[config.mk]
export PLATFORM = sky130hd
export DESIGN_NAME = ninebit_tx
export DESIGN_NICKNAME = d
export VERILOG_FILES = /design/src/rtl/ninebit_tx_pkg.sv /design/src/rtl/ninebit_tx_tick.sv /design/src/rtl/ninebit_tx_div16.sv /design/src/rtl/ninebit_tx_ctrl.sv /design/src/rtl/ninebit_tx.sv
export SDC_FILE = /design/constraint.sdc
export NUM_CORES = 1
export LEC_CHECK = 0
export ABC_CLOCK_PERIOD_IN_PS = 1000
export BUFFER_PORTS_ARGS = -buffer_cell sky130_fd_sc_hd__clkbuf_2
export CORE_MARGIN = 2
export CORE_UTILIZATION = 31
export DETAILED_ROUTE_END_ITERATION = 16
export PLACE_DENSITY = 0.54
export SYNTH_ARGS = -nofsm -noshare
export SYNTH_HDL_FRONTEND = slang
export SYNTH_HIERARCHICAL = 1
export SYNTH_SLANG_ARGS = --single-unit
[constraint.sdc]
create_clock -name clk -period 1 [get_ports clk]
set_input_delay 0.3 -clock clk [delete_from_list [all_inputs] [get_ports clk]]
set_output_delay 0.3 -clock clk [all_outputs]
set_load 0.1 [all_outputs]
[src/rtl/ninebit_tx_pkg.sv]
package ninebit_tx_pkg;
  typedef enum logic [1:0] {
    TX_IDLE  = 2'd0,
    TX_PEND  = 2'd1,
    TX_START = 2'd2,
    TX_DATA  = 2'd3
  } tx_state_e;
endpackage

[src/rtl/ninebit_tx_tick.sv]
module ninebit_tx_tick #(
  parameter int FAST_DIV = 2,
  parameter int SLOW_DIV = 4
) (
  input  logic clk,
  input  logic rst_n,
  input  logic use_ext,
  input  logic slow_sel,
  input  logic ext_tick,
  output logic tick
);
  localparam int PW = $clog2(SLOW_DIV);
  localparam int FW = $clog2(FAST_DIV);

  logic [PW-1:0] pc_q, pc_d;
  logic          fast_hit, slow_hit;

  always_comb begin
    pc_d = pc_q + 1'b1;
  end

  always_ff @(posedge clk or negedge rst_n) begin
    if (!rst_n) pc_q <= '0;
    else        pc_q <= pc_d;
  end

  assign fast_hit = (pc_q[FW-1:0] == {FW{1'b1}});
  assign slow_hit = (pc_q == {PW{1'b1}});

  always_comb begin
    if (use_ext)       tick = ext_tick;
    else if (slow_sel) tick = slow_hit;
    else               tick = fast_hit;
  end


  prescale_gap_chk: assert property (@(posedge clk) disable iff (!rst_n)
    (!use_ext && tick) |=> (use_ext || !tick));
endmodule

[src/rtl/ninebit_tx_div16.sv]
module ninebit_tx_div16 #(
  parameter int OVS = 16
) (
  input  logic clk,
  input  logic rst_n,
  input  logic tick,
  output logic roll
);
  localparam int CW = $clog2(OVS);

  logic [CW-1:0] cnt_q, cnt_d;
  logic          at_top;

  assign at_top = (cnt_q == CW'(OVS-1));
  assign roll   = tick && at_top;

  always_comb begin
    cnt_d = cnt_q;
    if (tick) cnt_d = at_top ? '0 : cnt_q + 1'b1;
  end

  always_ff @(posedge clk or negedge rst_n) begin
    if (!rst_n) cnt_q <= '0;
    else        cnt_q <= cnt_d;
  end


  wrap_restart_chk: assert property (@(posedge clk) disable iff (!rst_n)
    roll |=> (cnt_q == '0));


  idle_hold_chk: assert property (@(posedge clk) disable iff (!rst_n)
    !tick |=> $stable(cnt_q));
endmodule

[src/rtl/ninebit_tx_ctrl.sv]
module ninebit_tx_ctrl
  import ninebit_tx_pkg::*;
#(
  parameter int DATA_W = 8
) (
  input  logic              clk,
  input  logic              rst_n,
  input  logic              roll,
  input  logic              wr_en,
  input  logic [DATA_W-1:0] wr_data,
  input  logic              bit9_in,
  input  logic              clr_done,
  output logic              txd,
  output logic              done
);
  localparam int SR_W = DATA_W + 1;

  tx_state_e       st_q, st_d;
  logic [SR_W-1:0] sr_q, sr_d;
  logic            stop_q, stop_d;
  logic            done_q, done_d;
  logic            txd_q, txd_d;
  logic            marker;
  logic            busy;

  // stop bit sits just above the ninth bit, only zeros above it
  assign marker = (sr_q[SR_W-1:2] == '0) && sr_q[1];
  assign busy   = (st_q != TX_IDLE);

  always_comb begin
    st_d   = st_q;
    sr_d   = sr_q;
    stop_d = stop_q;
    done_d = done_q;
    if (clr_done) done_d = 1'b0;
    unique case (st_q)
      TX_IDLE: begin
        if (wr_en) begin
          sr_d   = {bit9_in, wr_data};
          stop_d = 1'b0;
          st_d   = TX_PEND;
        end
      end
      TX_PEND: begin
        if (roll) st_d = TX_START;
      end
      TX_START: begin
        if (roll) st_d = TX_DATA;
      end
      TX_DATA: begin
        if (roll) begin
          if (stop_q && marker) begin
            sr_d   = {1'b0, sr_q[SR_W-1:1]};
            st_d   = TX_IDLE;
            done_d = 1'b1;
          end else begin
            sr_d   = {~stop_q, sr_q[SR_W-1:1]};
            stop_d = 1'b1;
          end
        end
      end
      default: st_d = TX_IDLE;
    endcase
    unique case (st_d)
      TX_START: txd_d = 1'b0;
      TX_DATA:  txd_d = sr_d[0];
      default:  txd_d = 1'b1;
    endcase
  end

  always_ff @(posedge clk or negedge rst_n) begin
    if (!rst_n) begin
      st_q   <= TX_IDLE;
      sr_q   <= '0;
      stop_q <= 1'b0;
      done_q <= 1'b0;
      txd_q  <= 1'b1;
    end else begin
      st_q   <= st_d;
      sr_q   <= sr_d;
      stop_q <= stop_d;
      done_q <= done_d;
      txd_q  <= txd_d;
    end
  end

  assign txd  = txd_q;
  assign done = done_q;


  busy_write_ignored_chk: assert property (@(posedge clk) disable iff (!rst_n)
    (busy && wr_en && !roll) |=> $stable(sr_q));


  pend_waits_wrap_chk: assert property (@(posedge clk) disable iff (!rst_n)
    (st_q == TX_PEND && !roll) |=> (st_q == TX_PEND && txd));


  done_at_frame_end_chk: assert property (@(posedge clk) disable iff (!rst_n)
    $rose(done_q) |-> ($past(st_q) == TX_DATA && st_q == TX_IDLE && txd));


  done_sticky_chk: assert property (@(posedge clk) disable iff (!rst_n)
    (done_q && !clr_done) |=> done_q);
endmodule

[src/rtl/ninebit_tx.sv]
module ninebit_tx #(
  parameter int DATA_W   = 8,
  parameter int OVS      = 16,
  parameter int FAST_DIV = 2,
  parameter int SLOW_DIV = 4
) (
  input  logic              clk,
  input  logic              rst_n,
  input  logic              wr_en,
  input  logic [DATA_W-1:0] wr_data,
  input  logic              bit9_in,
  input  logic              clr_done,
  input  logic              use_ext,
  input  logic              slow_sel,
  input  logic              ext_tick,
  output logic              txd,
  output logic              done
);
  logic [1:0] rst_sync_q;
  logic       rst_int_n;
  logic       tick;
  logic       roll;

  always_ff @(posedge clk or negedge rst_n) begin
    if (!rst_n) rst_sync_q <= 2'b00;
    else        rst_sync_q <= {rst_sync_q[0], 1'b1};
  end
  assign rst_int_n = rst_sync_q[1];

  ninebit_tx_tick #(.FAST_DIV(FAST_DIV), .SLOW_DIV(SLOW_DIV)) u_tick (
    .clk      (clk),
    .rst_n    (rst_int_n),
    .use_ext  (use_ext),
    .slow_sel (slow_sel),
    .ext_tick (ext_tick),
    .tick     (tick)
  );

  ninebit_tx_div16 #(.OVS(OVS)) u_div (
    .clk   (clk),
    .rst_n (rst_int_n),
    .tick  (tick),
    .roll  (roll)
  );

  ninebit_tx_ctrl #(.DATA_W(DATA_W)) u_ctrl (
    .clk      (clk),
    .rst_n    (rst_int_n),
    .roll     (roll),
    .wr_en    (wr_en),
    .wr_data  (wr_data),
    .bit9_in  (bit9_in),
    .clr_done (clr_done),
    .txd      (txd),
    .done     (done)
  );


  reset_idle_chk: assert property (@(posedge clk)
    (!rst_int_n) |=> (txd && !done));
endmodule

==> run_results.csv, run 1 <==
group,metric,value,unit
logic_synthesis,syn_inst,108,
final_layout,finalNetCount,184,
final_layout,nFillCells,348,
worst_hold_path,hp-class,"flop to asynchronous set/reset pin",
run_status,status,"complete, but fails checks",
clocking,clock-root-buffer,"clkbuf_8",
power_and_ir_drop,peakVddDrop,1.257,mV
final_layout,layout-drive-gt1-share,60.25,%
logic_synthesis,synth_top_cell_by_area,"dfrtp_1",
power_and_ir_drop,p_per_area,2654,nW/µm²
clocking,cts_tree,"done",
sta,max_freq,0.5531,GHz
global_routing,grt-ovfl-total,0,
floorplanning,initial_core_util,32.39,%
final_layout,diodes,0,
placement,hpwl,2.069,mm
floorplanning,fp-row-count,22,
logic_synthesis,async_flop_share,100.0,%
logic_synthesis,yosys.area.top_type_share,43.98,%
sta,rsz0062_at_grt,"true",
global_routing,grt_max_degree,21,
setup_path,endpoint_kind,"flop",
global_routing,antenna_found_initial,0,
clocking,cts-htree-levels,1,
setup_path,path_max_fanout,8,
setup_path,critical_path_class,"flop to flop",
setup_path,crit_arrival,1.96,ns
sta,fin_crit_sh,180.8,%
drt,routed_wl,2.918,mm
drt,drc,0,
final_layout,final_core_util,51.12,%
sta,setup_viol,20,
clocking,cts_made_buffers,3,
logic_synthesis,ys_seq_area_share,46.18,%
floorplanning,die_area,4367,µm²
logic_synthesis,netlist_area,1195,µm²
logic_synthesis,synth_seq_cells,22,
drt,detail-route-antenna-nets,0,
sta,fin_setup_tns,-11.95,ns
drt,via_per_inst,4.823,
placement,port_buffers,17,
logic_synthesis,synth_ff_type,"dfrtp_1",
floorplanning,die_w,66.09,µm
placement,placed_cells,203,
logic_synthesis,synth-edff-count,0,
clocking,clk_pin_slew,0.09,ns
setup_path,required,1.15,ns
global_routing,grt_pass1_vias,1166,
drt,drt_first_pass_iters,4,
clocking,cts_sinks,22,
run,maxCapViolCount,0,
floorplanning,core_area,3689,µm²
run_status,violations,"setup timing",
sta,maxSlewViolCount,0,
logic_synthesis,avgSynthCellArea,11.06,µm²
clocking,clk_latency,0.26,ns
power_and_ir_drop,leakagePower,0.8927,nW
logic_synthesis,yosysMostFrequentCell,"dfrtp_1",
logic_synthesis,syn_nets,130,
drt,vias,1008,
sta,min_period,1.808,ns
floorplanning,die_y,66.09,µm
sta,setup_ws,-0.8081,ns
setup_path,cp-start-kind,"flop",
placement,gp_congestion,0.8671,
global_routing,grt_usage,15.73,%
clocking,cts_max_path_buffers,2,
logic_synthesis,synth_area_leaders,"dfrtp_1 (44%), mux2_2 (7.5%), ha_1 (6.3%)",
sta,hold_viol_final,0,
global_routing,grt_pass1_wl,5.319,mm
floorplanning,io_pins,18,
final_layout,fin_cells,209,
logic_synthesis,yosysUniqueCellTypes,37,
final_layout,syn_to_final_growth,57.80,%
logic_synthesis,yosys-top-cells-count,"dfrtp_1 (21), nor2_1 (10), a22oi_1 (8), mux2_2 (8), inv_1 (7)",
drt,detail_route.wl_per_cell,13.96,µm
logic_synthesis,yosysWarnings,6,
sta,fin_skew,0.007366,ns
drt,drtIter0Drc,18,
registers in the layout, summed over array words and instances, names as in the netlist:
signal         cells
u_ctrl/sr_q        9
u_ctrl/stop_q      1
u_ctrl/st_q        2
u_tick/pc_q        2
u_ctrl/txd         1
rst_sync_q         2
u_div/cnt_q        4
u_ctrl/done        1
cell usage in the layout, fill, tap and decap left out, drive strengths merged:
cell type / instances
buf: 36
dfrtp: 21
clkbuf: 18
nor2: 10
a22oi: 9
mux2: 9
inv: 9
ha: 6
nand2b: 4
and2: 4
o21ai: 3
o22ai: 3
nand2: 3
a21oi: 3
a2bb2oi: 2
mux2i: 2
nand3: 2
a41oi: 2
bufinv: 1
dlygate4sd3: 1
conb: 1
a311oi: 1
nor4: 1
nor3: 1
nand4: 1
a41o: 1
o221ai: 1
o31ai: 1
dfstp: 1
and4: 1
and3: 1
xnor2: 1
a21o: 1
final timing paths:
| kind | start | to | slack, ns | depth (start not counted) |
|---|---|---|---|---|
| worst max-delay path | u_tick/pc_q[0] | u_ctrl/sr_q[3] | -0.81 | 8 |
| worst min-delay path | rst_sync_q[1] | u_ctrl/sr_q[5] | 0.21 | 1 |
| worst max register to register | u_tick/pc_q[0] | u_ctrl/sr_q[3] | -0.81 | 8 |
| worst min register to register | rst_sync_q[1] | u_ctrl/sr_q[5] | 0.21 | 1 |
| max in group asynchronous | rst_sync_q[1] | u_ctrl/txd | 0.51 | 1 |
| min in group clk | clr_done | u_ctrl/done | 0.21 | 2 |
routing by layer:
layer	wire length (µm)	track usage [%]	vias up
li1	-	-	493
met4	20	4.082	0
met1	1316	19.29	499
met3	84	2.726	2
met5	0	0	-
met2	1497	28.25	14
metrics by stage:
stage / setup WS, ns / total power [mW] / cell area (µm²) / hold slack, ns
after detailed placement: -0.9123 / 3.750 / 1677 / 0.09000
final: -0.8081 / 5.005 / 1886 / 0.2073
after CTS: -0.8100 / 4.954 / 1864 / 0.2169
after global placement: -0.8519 / 3.673 / 1677 / 0.08630
after global routing: -0.8814 / 5.326 / 1886 / 0.2056
after floorplan: -0.9158 / 2.575 / 1247 / 0.004409
repair_timing:
item,4_1_cts,5_1_grt
buffers inserted,3,0
pin swaps,12,3
gates resized for setup,23,5
setup endpoints to repair,20,20
endpoints found under the hold margin,2,0
gates cloned,1,0
hold buffers,1,0
power by group:
part	switching (mW)	total [mW]	internal, mW
Combinational	1.24	2.84	1.60
Sequential	0.168	1.34	1.17
Clock	0.291	0.825	0.534
cell families (layout without fill, tap and decap cells):
family,count (synthesis),count (layout),share of synthesized area (%)
adders and majority gates,6,6,6.283
buffers and inverters,13,65,6.073
muxes,11,11,10.47
DFF,22,22,46.18
other,1,1,0.3138
and+or+nand+nor,27,28,11.83
AOI/OAI and AO/OA,27,27,18.12
xor gates and xnor gates,1,1,0.7331
worst max-delay path, cell delays in order, from the launching register on:
cell and delay (ns):
dfrtp_1 0.36, ha_2 0.16, mux2i_1 0.08, o21ai_2 0.14, and4_4 0.28, o22ai_4 0.09, a21oi_4 0.13, buf_12 0.15
mux2_4 0.30
final cells by class:
cell class | count | area [µm²] | share of cell area (%)
multi-input cells | 74 | 738.2 | 39.15
flip-flops and latches | 22 | 556.8 | 29.53
repair buffers | 52 | 425.4 | 22.56
well taps | 48 | 60.06 | 3.185
clock buffers | 3 | 41.29 | 2.190
inverters | 9 | 33.78 | 1.792
clock inverters | 1 | 30.03 | 1.593
(Power assumes the default switching activity.)
==> run 2: changes to the inputs <==
==> constraint.sdc (replaced) <==
create_clock -name clk -period 1 [get_ports clk]
set_input_delay 0.3 -clock clk [delete_from_list [all_inputs] [get_ports clk]]
set_output_delay 0.3 -clock clk [all_outputs]
set_load 0.02 [all_outputs]
==> run_results.csv, run 2 (synthesis results as in run 1) <==
group,metric,value,unit
clocking,clk_latency,0.26,ns
floorplanning,initial_core_util,32.39,%
power_and_ir_drop,pwr-share-clk,13.5,%
floorplanning,io_pins,18,
placement,gp_congestion,0.8078,
setup_path,critical_path_class,"flop to flop",
run_status,status,"complete, but fails checks",
power_and_ir_drop,peakVddDrop,1.327,mV
setup_path,worstReg2RegEnd,"u_ctrl/sr_q[1]",
placement,hpwl,2.150,mm
drt,routed_wl,2.986,mm
run_status,violations,"setup timing",
sta,fin_skew,0.002694,ns
drt,via_per_inst,4.780,
final_layout,largest_register_ffs,9,
floorplanning,die_y,66.09,µm
placement,placed_cells,207,
final_layout,mostFrequentLayoutCells,"buf_4 (35), dfrtp_1 (21), clkbuf_2 (15)",
clocking,cts_tree,"done",
setup_path,crit_chain,"ha_2 -> mux2i_1 -> o21ai_2 -> and4_4 -> and2_4 -> buf_6 -> a22oi_2 -> nor2_1 -> mux2_4",
power_and_ir_drop,p_seq_share,28.9,%
setup_path,path_buf_inv,1,
floorplanning,fp-row-count,22,
sta,maxSlewViolCount,0,
global_routing,grt-ovfl-total,0,
sta,setup_viol,20,
final_layout,syn_to_final_growth,57.28,%
setup_path,crit_arrival,1.96,ns
setup_path,r2r-start,"u_tick/pc_q[0]",
power_and_ir_drop,p_per_area,2491,nW/µm²
clocking,clock-root-buffer,"clkbuf_8",
sta,setup_ws,-0.8098,ns
final_layout,fin_cells,214,
setup_path,cp-startpoint,"u_tick/pc_q[0]",
final_layout,layout-drive-gt1-share,61.45,%
sta,hold_viol_final,0,
global_routing,grt_max_degree,13,
setup_path,worst_path_max_delay_cell,"dfrtp_1",
sta,rsz0062_at_grt,"true",
drt,vias,1023,
power_and_ir_drop,switching_power,1.656,mW
global_routing,grt_pass1_wl,4.899,mm
power_and_ir_drop,p_int,3.026,mW
final_layout,diodes,0,
power_and_ir_drop,switching_share,35.37,%
final_layout,final_common_cell,"buf_4",
setup_path,endpoint_kind,"flop",
placement,port_buffers,17,
setup_path,critical_path.top_delay_family,"multiplexers",
drt,detail-route-antenna-nets,0,
setup_path,crit_cells,9,
power_and_ir_drop,power.share.combinational,57.5,%
final_layout,finalNetCount,189,
final_layout,nFillCells,362,
sta,fin_crit_sh,181.0,%
setup_path,path_max_fanout,5,
placement,placed_cell_area,1659,µm²
drt,drtIter0Drc,28,
global_routing,antenna_found_initial,0,
clocking,cts-htree-levels,1,
sta,min_period,1.810,ns
setup_path,required,1.15,ns
power_and_ir_drop,leakagePower,0.9127,nW
global_routing,grt_usage,14.66,%
drt,drt_first_pass_iters,2,
final_layout,final_area,1879,µm²
clocking,cts_made_buffers,3,
worst_hold_path,hp-class,"flop to asynchronous set/reset pin",
setup_path,r2r_setup_slack,-0.81,ns
floorplanning,die_area,4367,µm²
sta,max_freq,0.5525,GHz
run,maxCapViolCount,0,
final_layout,reg_top3,"u_ctrl/sr_q x9, u_div/cnt_q x4",
final_layout,regMostFlops,"u_ctrl/sr_q",
setup_path,cp-start-kind,"flop",
floorplanning,core_area,3689,µm²
clocking,cts_sinks,22,
clocking,clk_pin_slew,0.08,ns
setup_path,crit_path_max_incr_delay,0.39,ns
drt,drc,0,
clocking,cts_max_path_buffers,2,
drt,detail_route.wl_per_cell,13.95,µm
floorplanning,die_w,66.09,µm
global_routing,grt_pass1_vias,1079,
setup_path,reg2regPathDepth,9,
## run 2: worst max-delay path by stage
| stage | to | slack (ns) |
|---|---|---|
| after floorplan | u_ctrl/sr_q[1] | -0.92 |
| after global placement | u_ctrl/sr_q[1] | -0.87 |
| after detailed placement | u_ctrl/sr_q[3] | -0.93 |
| after CTS | u_ctrl/sr_q[3] | -0.81 |
| after global routing | u_ctrl/sr_q[3] | -0.91 |
| final | u_ctrl/sr_q[1] | -0.81 |
## run 2: worst register-to-register path, cell delays in order (launching register included)
cell and delay [ns]:
dfrtp_1 0.39, ha_2 0.18, mux2i_1 0.16, o21ai_2 0.07, and4_4 0.16, and2_4 0.17
buf_6 0.13, a22oi_2 0.14, nor2_1 0.06, mux2_4 0.25
## run 2: what timing repair did
item / 4_1_cts / 5_1_grt
endpoints found under the setup margin: 20 / 20
setup buffers: 2 / 1
hold buffers: 1 / 0
cloned: 0 / 0
resized for setup: 18 / 14
hold endpoints to repair: 2 / 0
pin swaps: 5 / 4
## run 2: layout make-up
| type | count | area [µm²] | share of cell area [%] |
|---|---|---|---|
| multi-input cells | 73 | 721.9 | 38.42 |
| clock buffers | 4 | 55.05 | 2.929 |
| repair buffers | 58 | 456.7 | 24.30 |
| inverters | 9 | 33.78 | 1.798 |
| well taps | 48 | 60.06 | 3.196 |
| flip-flops and latches | 22 | 551.8 | 29.36 |
## run 2: metrics by stage
stage | setup TNS [ns] | hold slack (ns) | power (mW) | utilization, % | setup slack, ns
CTS | -12.03 | 0.2058 | 4.515 | 49.42 | -0.8088
finish | -11.92 | 0.1913 | 4.682 | 50.95 | -0.8098
floorplan | -12.02 | 0.004409 | 2.531 | - | -0.9158
global placement | -11.88 | 0.08534 | 3.502 | 44.98 | -0.8677
detailed placement | -12.85 | 0.09159 | 3.583 | 44.98 | -0.9324
global route | -13.55 | 0.2243 | 5.000 | 50.95 | -0.9073
## run 2: power groups by stage
stage	clock [mW]	combinational [mW]	sequential [mW]
floorplan	0	1.12	1.42
global placement	0	2.17	1.34
detailed placement	0	2.23	1.35
CTS	0.657	2.51	1.35
global route	0.694	2.91	1.39
finish	0.634	2.69	1.35
## run 2: per-layer routing
| layer | share of wire, % | vias to the layer above | global-route usage (%) |
|---|---|---|---|
| met5 | 0 | - | 0 |
| li1 | - | 505 | - |
| met2 | 54 | 7 | 25.00 |
| met1 | 44 | 509 | 18.78 |
| met3 | 1.5 | 2 | 2.044 |
| met4 | 0.67 | 0 | 5.357 |
